===== config.mk =====
export PLATFORM = sky130hd
export DESIGN_NAME = fuzzy_cog_defuzz
export DESIGN_NICKNAME = d
export VERILOG_FILES = /design/src/rtl/fuzzy_cog_defuzz.sv
export SDC_FILE = /design/constraint.sdc
export NUM_CORES = 1
export LEC_CHECK = 0
export ABC_AREA = 1
export BUFFER_PORTS_ARGS = -buffer_cell sky130_fd_sc_hd__buf_2
export CAP_MARGIN = 20
export CORE_AREA = 5 5 429 431
export DETAILED_ROUTE_END_ITERATION = 7
export DIE_AREA = 0 0 434 436
export HOLD_SLACK_MARGIN = 0.03
export SLEW_MARGIN = 20
export SYNTH_ARGS = -nofsm -noshare
export SYNTH_HDL_FRONTEND = slang
export SYNTH_SLANG_ARGS = --single-unit

===== constraint.sdc =====
create_clock -name clk -period 28 [get_ports clk]
set_clock_uncertainty 0.2 [all_clocks]
set_input_delay 1.4 -clock clk [delete_from_list [all_inputs] [get_ports clk]]
set_output_delay 1.4 -clock clk [all_outputs]
set_load 0.05 [all_outputs]

===== src/rtl/fuzzy_cog_defuzz.sv =====
module fuzzy_cog_defuzz #(
  parameter int NRULES = 16,
  parameter int GW     = 4,
  parameter int NLEV   = 16,
  parameter int LANES  = 4
) (
  input  logic                        clk,
  input  logic                        rst_n,
  input  logic                        start,
  input  logic [NRULES*GW-1:0]        weight,
  input  logic [NRULES*NLEV*GW-1:0]   conseq,
  output logic [$clog2(NLEV)-1:0]     result,
  output logic                        nofire,
  output logic                        done
);
  localparam int STEPS  = NLEV / LANES;
  localparam int SW     = (STEPS > 1) ? $clog2(STEPS) : 1;
  localparam int LW     = $clog2(NLEV);
  localparam int MAXG   = (1 << GW) - 1;
  localparam int NUMMAX = MAXG * NLEV * (NLEV - 1) / 2;
  localparam int NUMW   = $clog2(NUMMAX + 1);
  localparam int DENW   = $clog2(MAXG * NLEV + 1);

  logic            busy, div_go;
  logic [SW-1:0]   step;
  logic [NUMW-1:0] num, num_add;
  logic [DENW-1:0] den, den_add;

  always_comb begin
    logic [LW-1:0] lv;
    logic [GW-1:0] mx, cv, wv, clip;
    num_add = '0;
    den_add = '0;
    for (int j = 0; j < LANES; j++) begin
      lv = LW'((j + 1) * STEPS - 1) - LW'(step);
      mx = '0;
      for (int r = 0; r < NRULES; r++) begin
        cv   = conseq[(r*NLEV + int'(lv))*GW +: GW];
        wv   = weight[r*GW +: GW];
        clip = (wv < cv) ? wv : cv;
        if (clip > mx) mx = clip;
      end
      num_add = num_add + NUMW'(lv) * NUMW'(mx);
      den_add = den_add + DENW'(mx);
    end
  end

  always_ff @(posedge clk or negedge rst_n) begin
    if (!rst_n) begin
      busy   <= 1'b0;
      div_go <= 1'b0;
      step   <= '0;
      num    <= '0;
      den    <= '0;
      result <= '0;
      nofire <= 1'b0;
      done   <= 1'b0;
    end else begin
      done   <= 1'b0;
      div_go <= 1'b0;
      if (!busy && !div_go && start) begin
        busy <= 1'b1;
        step <= '0;
        num  <= '0;
        den  <= '0;
      end else if (busy) begin
        num  <= num + num_add;
        den  <= den + den_add;
        step <= step + 1'b1;
        if (step == SW'(STEPS - 1)) begin
          busy   <= 1'b0;
          div_go <= 1'b1;
        end
      end
      if (div_go) begin
        result <= (den == '0) ? '0 : LW'(num / NUMW'(den));
        nofire <= (den == '0);
        done   <= 1'b1;
      end
    end
  end

  // done is a single-cycle pulse
  a_r5_done_pulse: assert property (@(posedge clk) disable iff (!rst_n)
    done |=> !done);
  // an idle start begins the accumulate phase at the first step
  a_r5_accept: assert property (@(posedge clk) disable iff (!rst_n)
    (start && !busy && !div_go) |=> (busy && step == '0));
  // the last accumulate step hands over to the divide stage
  a_r5_handover: assert property (@(posedge clk) disable iff (!rst_n)
    (busy && step == SW'(STEPS - 1)) |=> (!busy && div_go));
  // a start during the run does not restart the step counter
  a_r6_no_restart: assert property (@(posedge clk) disable iff (!rst_n)
    (busy && step != SW'(STEPS - 1)) |=> (busy && step == $past(step) + 1'b1));
  // an empty shape reports level 0
  a_r4_nofire_zero: assert property (@(posedge clk) disable iff (!rst_n)
    (done && nofire) |-> (result == '0));
  // outputs hold outside the divide stage
  a_r7_hold: assert property (@(posedge clk) disable iff (!rst_n)
    !div_go |=> ($stable(result) && $stable(nofire)));
  // the denominator never shrinks while accumulating
  a_r3_den_grows: assert property (@(posedge clk) disable iff (!rst_n)
    busy |=> (den >= $past(den)));
endmodule


==> results.py, run 1 <==
metrics = {
    "yosys": {
        "syn_area_mm2": 0.0289,
        "ys_ff_latch": 29,
        "syn_inst": 4737,
        "netlist.area_leader.share": 0.255,
        "synth-async-reset-ratio": 1.00,
        "yosys-top-cells-area": "ha_1, nand2_1, o21ai_0, inv_1, a21oi_1",
        "synth_edf_count": 0,
        "ys.flop_type": "dfrtp_1",
        "synth_cell_type_count": 58,
        "seq_area_frac_synth": 0.0251,
        "synth_area_leader_cell": "ha_1",
        "ys_warn_count": 0,
        "avgSynthCellArea_um2": 6.11,
        "syn_nets": 6470,
    },
    "worst_setup_path": {
        "r2r_end": "num[9]",
        "r2r-start": "step[0]",
        "worstPathRequired_ps": 28000,
        "reg2regPathDepth": 125,
        "crit_arrival_ps": 26020,
        "reg2reg_setup_slack_ps": 1980,
        "end_kind": "register",
        "crit_path_start_kind": "register",
        "cp_common_cell": "o21ai_0",
        "crit_start": "step[0]",
        "slowest_delay_ps": 710,
        "critPathSlowestCell": "dfrtp_4",
        "crit_fanout": 100,
        "worstSetupPathType": "reg -> reg",
    },
    "cts": {
        "insertion_delay_ps": 290,
        "clk_pin_slew_ps": 60,
        "cts-root-buf": "clkbuf_16",
        "cts_buffers": 5,
        "cts_max_level": 2,
        "cts_tree": "done",
        "cts_sinks": 29,
        "cts_buffer_depth": 2,
        "ctsHoldBuffers": 0,
    },
    "grt": {
        "grt_pass1_vias": 34341,
        "busiest_layer": "met2",
        "use_met1": 0.220,
        "grt_max_degree": 182,
        "grt_pass1_wl_um": 230000,
        "grt.overflow.total": 0,
        "antenna_found_initial": 54,
        "grt_use_met2": 0.275,
        "grt_use_total": 0.164,
        "met3_usage": 0.0156,
    },
    "timing": {
        "maxSlewHeadroom": 0.254,
        "final_hold_viol_count": 0,
        "min_period_over_period": 0.929,
        "finalSetupTns_ps": 0,
        "setup_viol": 0,
        "maxSlewViolCount": 0,
        "max_clock_freq_mhz": 38.4,
        "rsz0062_at_grt": "no",
        "period_needed_ps": 26020,
        "hold_ws_ps": 274,
        "worst_pin_slew_ps": 1120,
    },
    "finish": {
        "syn_to_final_growth_pct": 28.8,
        "fill_cells": 20478,
        "area.sequential_um2": 729,
        "multi_input_area_mm2": 0.0251,
        "nets": 7430,
        "drive_above_1_share": 0.234,
    },
    "floorplan": {
        "die_h_um": 436,
        "ios": 1097,
        "dieArea_mm2": 0.189,
        "coreArea_mm2": 0.180,
        "rows": 156,
        "start_util": 0.161,
        "die_w_um": 434,
    },
    "run": {
        "max-cap-violations": 0,
    },
    "route": {
        "ant_nets": 0,
        "wl_per_cell_um": 20.6,
        "avgViaCountPerCell": 4.53,
        "dr.pass1.iters": 6,
        "vias": 36710,
        "drtIter0Drc": 2552,
        "routed_wl_um": 167000,
        "drc": 0,
    },
    "min_path": {
        "holdCritPathClass": "reg -> reg",
        "hold_depth": 0,
        "hold-path-endpoint": "done",
        "hold_start": "div_go",
    },
    "place": {
        "hpwlAfterDp_um": 149000,
        "port_buffers": 1096,
        "place.gp.congestion": 0.956,
    },
    "run_status": {
        "outcome": "finished, final reports clean",
    },
}
==> through the flow <==
| step | cell area, um^2 | std cells | setup WS, ps | util |
|---|---|---|---|---|
| detailed placement | 36900 | 8058 | 1600 | 0.206 |
| global placement | 36900 | 8058 | 2490 | 0.206 |
| global route | 37200 | 8082 | 58.8 | 0.207 |
| floorplan | 28900 | 4737 | 841 | - |
| CTS | 37100 | 8066 | 1500 | 0.206 |
| finish | 37300 | 8104 | 1980 | 0.207 |
==> how the worst max path moves through the flow <==
stage	slack, ps	end
2_1_floorplan	840	num[10]
3_3_place_gp	2490	num[10]
3_5_place_dp	1600	num[9]
4_1_cts	1500	num[9]
5_1_grt	60	num[10]
6_report	1980	num[9]
==> final cells by class <==
cell class | instances | share of cell area
inverter | 609 | 0.0627
timing repair buffer | 1143 | 0.158
sequential | 29 | 0.0196
tap | 2370 | 0.0796
multi-input combinational | 3909 | 0.673
clock inverter | 3 | 0.000470
clock buffer | 5 | 0.00336
antenna | 36 | 0.00242
==> cell usage after synthesis, types with 2 or more instances <==
cell / count
nor3_1: 6
nand2_4: 24
a31oi_1: 5
a32o_1: 134
buf_1: 66
nand2_1: 1467
o31ai_1: 6
o211ai_1: 61
a21oi_1: 391
o21ai_2: 4
xor2_1: 11
nand4_1: 3
o32ai_1: 2
nand3_2: 15
buf_4: 3
buf_8: 2
a22o_1: 4
clkinv_1: 6
nor2_4: 10
o21bai_1: 15
dfrtp_1: 29
fa_1: 52
a32oi_1: 161
nand3_1: 83
nor2_2: 9
o21ai_0: 556
or2_2: 3
inv_1: 573
a21o_1: 18
or3_1: 2
nand2_2: 72
inv_4: 4
nor2_1: 140
ha_1: 590
buf_6: 4
buf_2: 15
inv_2: 24
nand3b_4: 10
clkbuf_1: 97
o21ai_1: 18
o22ai_1: 2
xnor2_1: 24
==> sequential cells by signal, indices dropped and copies added (netlist names) <==
register,count
den,8
div_go,1
num,11
result,4
nofire,1
step,2
busy,1
done,1
==> what timing repair did <==
item,in CTS,in global routing
setup buffers,0,1
hold endpoints to repair,0,0
endpoints found under the setup margin,0,6
gates resized for setup,0,24
==> placed cells by master, fill, tap and decap left out, types with 18 or more instances in the layout <==
cell and count:
o211ai_1 61, nand2_2 72, nand2_1 1467, a32o_1 134, xnor2_1 24, nand3_1 83, inv_1 573, inv_2 24
ha_1 590, dfrtp_1 28, diode_2 36, buf_2 1096, fa_1 52, nand2_4 24, buf_4 42, a21o_1 18
a32oi_1 160, o21ai_1 32, nor2_1 140, o21ai_0 542, a21oi_1 391
==> kinds of logic after synthesis <==
logic type                 Yosys count  share of synthesized area
and+or+nand+nor                   1850                      0.271
AOI/OAI and AO/OA                 1382                      0.294
buffers and inverters              799                      0.108
adders and majority gates          642                      0.291
xor gates and xnor gates            35                     0.0106
DFF                                 29                     0.0251
==> critical path: cells and delay by family, from the launching register on <==
| kind | cells | cell delay [ps] |
|---|---|---|
| adder cells (fa/ha/maj) | 23 | 8540 |
| buffers and inverters | 25 | 1970 |
| AO/OA/AOI/OAI | 50 | 12430 |
| AND/OR/NAND/NOR | 27 | 1910 |
| flip-flops | 1 | 710 |
==> layer usage <==
metal	wire length, um	vias to the layer above
li1	-	18187
met1	74000	17212
met2	77900	1154
met3	8850	155
met4	5940	2
met5	13	-
Power of run 1 is left out: the tool's default activity adds up to more than one toggle a clock period on the data nets, which glitch-free logic cannot reach.
==> run 2: changes to the inputs <==
--- a/config.mk
+++ b/config.mk
@@ -12,6 +12,7 @@
 export DETAILED_ROUTE_END_ITERATION = 7
 export DIE_AREA = 0 0 434 436
 export HOLD_SLACK_MARGIN = 0.03
+export RECOVER_POWER = 100
 export SLEW_MARGIN = 20
 export SYNTH_ARGS = -nofsm -noshare
 export SYNTH_HDL_FRONTEND = slang
==> run 2 against run 1 <==
Against the previous run: the run now ends with capacitance limit, slew limit left; die area is the same; non-clock buffer count is the same; utilization is essentially flat; sequential share of layout area is essentially flat; critical path depth is the same; global-route usage is the same; count of clock-buffer cells in the layout is the same; largest cell class unchanged; highest routed layer unchanged.
==> results.py, run 2 (synthesized netlist as in run 1, its figures left out) <==
metrics = {
    "run_status": {
        "outcome": "finished with violations",
        "violations": "capacitance limit, slew limit",
    },
    "timing": {
        "maxSlewViolCount": 83,
        "max_clock_freq_mhz": 38.5,
        "final_hold_viol_count": 0,
        "finalSetupTns_ps": 0,
        "period_needed_ps": 26000,
        "setup_viol": 0,
        "rsz0062_at_grt": "no",
        "min_period_over_period": 0.929,
        "worst_pin_slew_ps": 2170,
        "maxSlewHeadroom": -0.443,
    },
    "grt": {
        "grt_max_degree": 182,
        "grt_pass1_vias": 34341,
        "grt_use_total": 0.164,
        "antenna_found_initial": 54,
        "grt.overflow.total": 0,
        "grt_pass1_wl_um": 230000,
    },
    "worst_setup_path": {
        "worstPathRequired_ps": 28000,
        "crit_arrival_ps": 26000,
        "reg2reg_setup_slack_ps": 2000,
        "r2r_end": "num[9]",
        "worstSetupPathType": "reg -> reg",
        "r2r-start": "step[0]",
        "end_kind": "register",
        "slowest_delay_ps": 710,
        "cp_common_cell": "o21ai_0",
        "crit_fanout": 100,
        "critPathSlowestCell": "dfrtp_4",
        "crit_path_start_kind": "register",
        "reg2regPathDepth": 125,
    },
    "route": {
        "ant_nets": 0,
        "drtIter0Drc": 2536,
        "dr.pass1.iters": 6,
        "avgViaCountPerCell": 4.53,
        "routed_wl_um": 167000,
        "drc": 0,
        "vias": 36683,
        "wl_per_cell_um": 20.6,
    },
    "place": {
        "port_buffers": 1096,
        "hpwlAfterDp_um": 149000,
        "placed_cells": 8058,
        "place.gp.congestion": 0.956,
    },
    "cts": {
        "cts_buffers": 5,
        "cts-root-buf": "clkbuf_16",
        "cts_max_level": 2,
        "cts_sinks": 29,
        "ctsHoldBuffers": 0,
        "cts_buffer_depth": 2,
        "insertion_delay_ps": 290,
        "clk_pin_slew_ps": 60,
        "cts_tree": "done",
    },
    "floorplan": {
        "die_w_um": 434,
        "ios": 1097,
        "start_util": 0.161,
        "die_h_um": 436,
        "rows": 156,
        "dieArea_mm2": 0.189,
        "coreArea_mm2": 0.180,
    },
    "min_path": {
        "holdCritPathClass": "reg -> reg",
        "hold_depth": 0,
        "hold_start": "div_go",
        "hold-path-endpoint": "done",
    },
    "finish": {
        "drive_above_1_share": 0.233,
        "regMostFlops": "num",
        "nets": 7430,
        "largest_reg_flops": 11,
        "fill_cells": 20485,
        "final_util": 0.207,
        "final_cells": 8105,
        "layout_commonest_cell": "nand2_1",
        "final_cell_mix": "nand2_1, buf_2, ha_1",
        "reg_top3": "num x11, den x8, result x4",
        "syn_to_final_growth_pct": 28.7,
    },
    "run": {
        "max-cap-violations": 2,
    },
}
[run 2: changes by cell type in the layout (fill, tap and decap cells not counted)]
| cell | previous run | this run |
|---|---|---|
| buf_4 | 42 | 40 |
| or2_0 | 1 | 2 |
| or2_2 | 3 | 2 |
| buf_2 | 1096 | 1089 |
| clkbuf_1 | 0 | 9 |
| diode_2 | 36 | 37 |
[run 2: worst max-delay path: cells and delay by family (launching register included)]
family	cells	cell delay, ps
AO/OA/AOI/OAI	50	12420
adder cells (fa/ha/maj)	23	8540
AND/OR/NAND/NOR	27	1910
buffers and inverters	25	1970
flip-flops	1	710
[run 2: area by class of cell]
| class | instances | area (um^2) | share of cell area |
|---|---|---|---|
| tap | 2370 | 2970 | 0.0796 |
| timing repair buffer | 1143 | 5890 | 0.158 |
| sequential | 29 | 729 | 0.0196 |
| inverter | 609 | 2340 | 0.0628 |
| multi-input combinational | 3909 | 25100 | 0.674 |
| antenna | 37 | 92.6 | 0.00249 |
| clock inverter | 3 | 17.5 | 0.000470 |
| clock buffer | 5 | 125 | 0.00336 |
[run 2: worst max path at each step]
| stage | startpoint | slack [ps] | cells after the start | endpoint |
|---|---|---|---|---|
| after floorplan | step[0] | 840 | 150 | num[10] |
| after global placement | step[0] | 2490 | 118 | num[10] |
| after detailed placement | step[0] | 1600 | 122 | num[9] |
| after CTS | step[0] | 1500 | 122 | num[9] |
| after global routing | step[0] | 60 | 125 | num[10] |
| final | step[0] | 2000 | 125 | num[9] |
[run 2: metal layers]
metal / vias up / GRT usage / wire [um] / share of wire
met5: - / 0 / 13 / 0.000078
met4: 2 / 0.0538 / 5950 / 0.036
met3: 157 / 0.0156 / 8980 / 0.054
met2: 1147 / 0.275 / 77900 / 0.47
met1: 17190 / 0.220 / 73800 / 0.44
li1: 18187 / - / - / -
[run 2: what timing repair did]
action | in CTS | in global routing
buffers inserted | 0 | 1
endpoints found under the setup margin | 0 | 6
resized for setup | 0 | 24
[run 2: through the flow]
step | instance area [um^2] | hold slack [ps] | setup slack (ps)
floorplan | 28900 | 174 | 841
global placement | 36900 | 266 | 2490
detailed placement | 36900 | 274 | 1600
CTS | 37100 | 289 | 1500
global route | 37200 | 308 | 58.7
finish | 37200 | 274 | 2000
Power of run 2 is left out for the same reason.
